==> src/rtl/sdr_pkg.sv <==
`timescale 1ns/1ps
package sdr_pkg;
  typedef struct packed {
    logic a_en;
    logic a_sel;
    logic a_dir;
    logic b_en;
    logic tx_empty_only;
    logic rx_half;
  } cfg_t;

  localparam int CFG_W = $bits(cfg_t);
  localparam logic [CFG_W-1:0] CFG_RST = 6'b000010;
endpackage

==> src/rtl/sdr_cfg.sv <==
`timescale 1ns/1ps
module sdr_cfg
  import sdr_pkg::*;
(
  input  logic             clk,
  input  logic             rst,
  input  logic             we,
  input  logic [CFG_W-1:0] wdata,
  output cfg_t             cfg
);
  always_ff @(posedge clk) begin
    if (rst)     cfg <= cfg_t'(CFG_RST);
    else if (we) cfg <= cfg_t'(wdata);
  end
endmodule

==> src/rtl/sdr_fifo.sv <==
`timescale 1ns/1ps
module sdr_fifo #(
  parameter int DEPTH = 4,
  parameter int W     = 8,
  localparam int PTR_W = (DEPTH > 1) ? $clog2(DEPTH) : 1,
  localparam int LVL_W = $clog2(DEPTH + 1)
) (
  input  logic             clk,
  input  logic             rst,
  input  logic             push,
  input  logic [W-1:0]     din,
  input  logic             pop,
  output logic [W-1:0]     dout,
  output logic [LVL_W-1:0] level,
  output logic [LVL_W-1:0] level_nxt
);
  localparam logic [LVL_W-1:0] FULL_LVL = LVL_W'(DEPTH);
  localparam logic [PTR_W-1:0] LAST_PTR = PTR_W'(DEPTH - 1);

  logic [W-1:0]     mem [DEPTH];
  logic [PTR_W-1:0] wptr, rptr;
  logic             push_ok, pop_ok;

  assign push_ok = push && (level != FULL_LVL);
  assign pop_ok  = pop && (level != '0);

  always_comb begin
    level_nxt = level;
    if (push_ok && !pop_ok) level_nxt = level + LVL_W'(1);
    if (pop_ok && !push_ok) level_nxt = level - LVL_W'(1);
  end

  always_ff @(posedge clk) begin
    if (push_ok) mem[wptr] <= din;
  end

  always_ff @(posedge clk) begin
    if (rst) begin
      wptr  <= '0;
      rptr  <= '0;
      level <= '0;
    end else begin
      if (push_ok) wptr <= (wptr == LAST_PTR) ? '0 : wptr + PTR_W'(1);
      if (pop_ok)  rptr <= (rptr == LAST_PTR) ? '0 : rptr + PTR_W'(1);
      level <= level_nxt;
    end
  end

  assign dout = mem[rptr];


  full_hold_chk: assert property (@(posedge clk) disable iff (rst)
    (push && !pop && level == FULL_LVL) |=> (level == FULL_LVL));


  level_bound_chk: assert property (@(posedge clk) disable iff (rst)
    level <= FULL_LVL);
endmodule

==> src/rtl/sdr_tx_req.sv <==
`timescale 1ns/1ps
module sdr_tx_req #(
  parameter int DEPTH = 4,
  localparam int LVL_W = $clog2(DEPTH + 1)
) (
  input  logic             clk,
  input  logic             rst,
  input  logic             wr_n,
  input  logic [LVL_W-1:0] level,
  input  logic [LVL_W-1:0] level_nxt,
  input  logic             empty_only,
  output logic             wr_fall,
  output logic             act_nxt,
  output logic             ready
);
  localparam logic [LVL_W-1:0] FULL_LVL = LVL_W'(DEPTH);

  logic wr_n_q, hold_q, ready_nxt;

  assign wr_fall   = wr_n_q && !wr_n;
  assign ready     = empty_only ? (level == '0) : (level < FULL_LVL);
  assign ready_nxt = empty_only ? (level_nxt == '0) : (level_nxt < FULL_LVL);
  assign act_nxt   = !wr_fall && !hold_q && ready_nxt;

  always_ff @(posedge clk) begin
    if (rst) begin
      wr_n_q <= 1'b1;
      hold_q <= 1'b0;
    end else begin
      wr_n_q <= wr_n;
      hold_q <= wr_fall;
    end
  end


  hold_after_release_chk: assert property (@(posedge clk) disable iff (rst)
    wr_fall |=> !act_nxt);
endmodule

==> src/rtl/ser_dma_req.sv <==
`timescale 1ns/1ps
module ser_dma_req
  import sdr_pkg::*;
#(
  parameter int TX_DEPTH = 4,
  parameter int RX_DEPTH = 8,
  parameter int DATA_W   = 8
) (
  input  logic              clk,
  input  logic              rst,
  input  logic              cfg_we,
  input  logic [5:0]        cfg_wdata,
  input  logic              tx_wr_n,
  input  logic [DATA_W-1:0] tx_wdata,
  input  logic              tx_pop,
  output logic [DATA_W-1:0] tx_rdata,
  output logic              tx_has_data,
  output logic              tx_ready,
  input  logic              rx_push,
  input  logic [DATA_W-1:0] rx_wdata,
  input  logic              rx_rd_n,
  output logic [DATA_W-1:0] rx_rdata,
  output logic              rx_irq_ready,
  output logic              req_a_n,
  output logic              req_b_n
);
  localparam int TX_LVL_W = $clog2(TX_DEPTH + 1);
  localparam int RX_LVL_W = $clog2(RX_DEPTH + 1);
  localparam logic [RX_LVL_W-1:0] RX_FULL = RX_LVL_W'(RX_DEPTH);
  localparam logic [RX_LVL_W-1:0] RX_HALF = RX_LVL_W'(RX_DEPTH / 2);

  cfg_t                cfg_q;
  logic [TX_LVL_W-1:0] tx_level, tx_level_nxt;
  logic [RX_LVL_W-1:0] rx_level, rx_level_nxt;
  logic                wr_fall, tx_act_nxt, rx_act_nxt;
  logic                rd_n_q, rd_fall;
  logic                a_tx, a_rx;

  sdr_cfg u_cfg (
    .clk   (clk),
    .rst   (rst),
    .we    (cfg_we),
    .wdata (cfg_wdata),
    .cfg   (cfg_q)
  );

  sdr_fifo #(.DEPTH(TX_DEPTH), .W(DATA_W)) u_tx_fifo (
    .clk       (clk),
    .rst       (rst),
    .push      (wr_fall),
    .din       (tx_wdata),
    .pop       (tx_pop),
    .dout      (tx_rdata),
    .level     (tx_level),
    .level_nxt (tx_level_nxt)
  );

  sdr_tx_req #(.DEPTH(TX_DEPTH)) u_tx_req (
    .clk        (clk),
    .rst        (rst),
    .wr_n       (tx_wr_n),
    .level      (tx_level),
    .level_nxt  (tx_level_nxt),
    .empty_only (cfg_q.tx_empty_only),
    .wr_fall    (wr_fall),
    .act_nxt    (tx_act_nxt),
    .ready      (tx_ready)
  );

  assign rd_fall = rd_n_q && !rx_rd_n;

  sdr_fifo #(.DEPTH(RX_DEPTH), .W(DATA_W)) u_rx_fifo (
    .clk       (clk),
    .rst       (rst),
    .push      (rx_push),
    .din       (rx_wdata),
    .pop       (rd_fall),
    .dout      (rx_rdata),
    .level     (rx_level),
    .level_nxt (rx_level_nxt)
  );

  // receive request is deliberately blind to cfg_q.rx_half
  assign rx_act_nxt   = (rx_level_nxt != '0);
  assign rx_irq_ready = cfg_q.rx_half ? (rx_level >= RX_HALF) : (rx_level != '0);
  assign tx_has_data  = (tx_level != '0);

  assign a_tx = cfg_q.a_en && cfg_q.a_sel && !cfg_q.a_dir;
  assign a_rx = cfg_q.a_en && cfg_q.a_sel &&  cfg_q.a_dir;

  always_ff @(posedge clk) begin
    if (rst) begin
      rd_n_q  <= 1'b1;
      req_a_n <= 1'b1;
      req_b_n <= 1'b1;
    end else begin
      rd_n_q  <= rx_rd_n;
      req_a_n <= !((a_tx && tx_act_nxt) || (a_rx && rx_act_nxt));
      req_b_n <= !(cfg_q.b_en && tx_act_nxt);
    end
  end


  a_idle_high_chk: assert property (@(posedge clk) disable iff (rst)
    !(cfg_q.a_en && cfg_q.a_sel) |=> req_a_n);


  b_idle_high_chk: assert property (@(posedge clk) disable iff (rst)
    !cfg_q.b_en |=> req_b_n);


  tx_release_chk: assert property (@(posedge clk) disable iff (rst)
    (wr_fall && !a_rx) |=> (req_a_n && req_b_n));


  tx_gap_chk: assert property (@(posedge clk) disable iff (rst)
    wr_fall |=> ##1 req_b_n);


  rx_req_chk: assert property (@(posedge clk) disable iff (rst)
    (a_rx && rx_push && rx_level != RX_FULL) |=> !req_a_n);


  rx_last_read_chk: assert property (@(posedge clk) disable iff (rst)
    (a_rx && rd_fall && rx_level == RX_LVL_W'(1) && !rx_push) |=> req_a_n);
endmodule

==> config.mk <==
export PLATFORM = sky130hd
export DESIGN_NAME = ser_dma_req
export DESIGN_NICKNAME = d
export VERILOG_FILES = /design/src/rtl/sdr_pkg.sv /design/src/rtl/sdr_cfg.sv /design/src/rtl/sdr_fifo.sv /design/src/rtl/sdr_tx_req.sv /design/src/rtl/ser_dma_req.sv
export SDC_FILE = /design/constraint.sdc
export NUM_CORES = 1
export LEC_CHECK = 0
export BUFFER_PORTS_ARGS = -buffer_cell sky130_fd_sc_hd__buf_2
export CORE_MARGIN = 2
export CORE_UTILIZATION = 63
export DETAILED_ROUTE_END_ITERATION = 8
export PLACE_DENSITY = 0.95
export SYNTH_ARGS = -nofsm -noshare
export SYNTH_HDL_FRONTEND = slang
export SYNTH_HIERARCHICAL = 1
export SYNTH_SLANG_ARGS = --single-unit
==> constraint.sdc <==
create_clock -name clk -period 4.9 [get_ports clk]
set_input_delay 0.98 -clock clk [delete_from_list [all_inputs] [get_ports clk]]
set_output_delay 0.98 -clock clk [all_outputs]
set_load 0.1 [all_outputs]
==> metrics.cfg <==
[outcome]
status=complete, no violations

[sta]
finalHoldViolCount=0
holdWs_ps=417.9
finalCriticalPeriod_ps=3587
skew_ps=7.419
rsz0062_at_grt=no
maxSlewHeadroom_pct=41.90
finalCritPeriodShare_pct=73.19
setup_violations=0
fin_setup_tns_ps=0
tightest_slew_ps=868.2
timing.final.ws_setup_ps=1313
final_max_slew_viol_count=0
max_freq_mhz=278.8

[drt]
final_antenna_net_count=0
drt_pre_antenna_iters=4
vias_per_cell=5.831
route.detailed.drc=0
drt_iter0_drc=118
wire_per_inst_um=17.92
vias=3067
finalWirelength_um=9428

[synth]
seq_area_frac_synth_pct=63.80
synth_area_mm2=0.005554
avgSynthCellArea_um2=15.96
synth_cell_type_count=60
ys_async_sr_fraction_pct=0
ys_ff_latch=129
synth_warnings=6
yosys-top-cells-area=edfxtp_1 (52%), dfxtp_1 (12%), mux4_1 (7.6%)
synth_top_area_share_pct=51.90
synth_ff_type=edfxtp_1
netlist_instances=348
synth_area_leader_cell=edfxtp_1
syn_nets=391
synth_edf_count=96

[clocking]
clk_pin_slew_ps=60
cts_tree=yes
cts.sinks=129
post_cts_buffers=0
insertion_delay_ps=520
cts_hold_buf=0
cts-root-buf=clkbuf_8
cts_resized=0
clockBufferDepth=2
h-tree-depth=4
cts_made_buffers=17

[pwr]
peakVddDrop_mv=0.3909
p_per_area_mw_per_mm2=551.8
p_leak_nw=2.354
total_power_mw=3.549

[floorplan]
initial_core_util_pct=64.31
row_count=34
io_pins=50
die-height_um=97.90
die_x_um=97.90
core_mm2=0.008636
die_area_mm2=0.009583

[placement]
post-place-ws_ps=1817
dp.cells=494
port_buffers=49
place_congestion=0.7949
hpwl_um=6254
placed_cell_area_mm2=0.005857

[worst_setup_path]
end_kind=output port
r2r-start=u_rx_fifo/level[0]
required_ps=3920
start_kind=flip-flop
crit_arrival_ps=2610
rr_endpoint=u_rx_fifo/mem[5][2]
critPathMaxFanout=16
crit_type=reg -> out
ff2ff_path_depth=6
reg2reg_slack_ps=2440

[layout]
final_core_util_pct=74.47
area_delta_synth_final_pct=15.79
instances_no_fill=526
drive_gt1_share_pct=27.99
nets=448
fin_area_mm2=0.006431
multi_input_area_mm2=0.001854
diodes=0
fill_cells=499
register_area_mm2=0.003543

[grt]
grt_use_total_pct=21.12
grt_max_degree=33
grt_pass1_wl_um=15280
grt_pass1_vias=3044
antenna_found_initial=0
grt.overflow.total=0

[flow_run]
cap_violations=0

[hold_path]
holdPathEnd=req_b_n
holdCritPathClass=reg -> reg
hold_path.startpoint=u_cfg/cfg[2]
holdPathStages=1

logic make-up after synthesis:
| logic type | count (synthesis) | share of synthesized area (%) |
|---|---|---|
| flip-flops | 129 | 63.80 |
| AND/OR/NAND/NOR | 90 | 9.236 |
| multiplexers | 46 | 15.09 |
| AO/OA/AOI/OAI | 39 | 5.429 |
| buffers and inverters | 27 | 2.816 |
| adder cells (fa/ha/maj) | 14 | 3.154 |
| XOR/XNOR | 3 | 0.4732 |
power breakdown:
group	internal (mW)	switching, mW
Clock	0.727	0.466
Combinational	0.311	0.703
Sequential	1.25	0.0887
Total	2.29	1.26
cell type report:
| type | instances | share of cell area (%) |
|---|---|---|
| inverters | 11 | 0.6420 |
| well taps | 108 | 2.101 |
| clock buffers | 17 | 6.440 |
| multi-input cells | 192 | 28.83 |
| repair buffers | 54 | 4.397 |
| clock inverters | 15 | 2.490 |
| flip-flops and latches | 129 | 55.10 |
critical path, cell delays in order (launching register included):
cell and delay, ps:
dfxtp_1 860, mux4_1 650, mux2_2 280, buf_2 290
routing by layer:
layer	global-route usage (%)	vias to the layer above	routed length [um]
met5	0	-	0
met4	8.333	0	139
met3	6.299	12	441
met2	36.30	91	4948
met1	25.13	1507	3899
li1	-	1457	-
Yosys cell counts (3+ instances only):
library cell and number:
mux4_2 8, buf_4 3, mux2_2 8, nand2b_1 6
edfxtp_1 96, a21oi_1 9, mux4_1 16, mux2i_1 11
nor3_1 6, dfxtp_1 33, nand2_1 15, o21ai_0 8
xnor2_1 3, inv_1 11, buf_2 4, nor2_1 26
and2_1 5, ha_1 14, buf_1 3, or3_1 4
buf_6 3, nor2b_1 9
worst max-delay path by stage:
| stage | from | endpoint | slack [ps] | cells after the start |
|---|---|---|---|---|
| floorplan | u_rx_fifo/level[1] | rx_irq_ready | 1390 | 2 |
| global placement | flip-flop | rx_rdata[1] | 1880 | 3 |
| detailed placement | flip-flop | rx_rdata[0] | 1820 | 3 |
| CTS | flip-flop | rx_rdata[0] | 1260 | 3 |
| global route | flip-flop | rx_rdata[5] | 1210 | 3 |
| finish | flip-flop | rx_rdata[0] | 1310 | 3 |
flip-flops by register name, indices dropped and copies added (netlist names), named ones only:
name,flops
req_a_n,1
u_rx_fifo/level,4
u_tx_fifo/mem,32
u_rx_fifo/rptr,3
u_tx_req/wr_n_q,1
u_rx_fifo/mem,64
rd_n_q,1
u_rx_fifo/wptr,3
u_tx_fifo/wptr,2
u_tx_fifo/rptr,2
u_tx_req/hold_q,1
u_tx_fifo/level,3
u_cfg/cfg,6
req_b_n,1
cell usage in the layout (no fill, tap or decap), types with 3 or more instances in the layout:
cell | Yosys | layout
and2_1 | 5 | 5
nand2b_1 | 6 | 6
o21ai_0 | 8 | 8
mux2i_1 | 11 | 11
buf_4 | 3 | 5
nor2b_1 | 9 | 9
clkinv_4 | 0 | 3
or3_1 | 4 | 4
mux4_2 | 8 | 8
clkbuf_16 | 0 | 16
inv_1 | 11 | 11
ha_1 | 14 | 14
buf_2 | 4 | 49
nand2_1 | 15 | 15
nor3_1 | 6 | 6
xnor2_1 | 3 | 3
mux2_2 | 8 | 8
nor2_1 | 26 | 26
dfxtp_1 | 33 | 33
clkinvlp_4 | 0 | 5
edfxtp_1 | 96 | 96
mux4_1 | 16 | 16
inv_6 | 0 | 3
a21oi_1 | 9 | 9
Note: power is estimated with default switching activity, not from simulation.
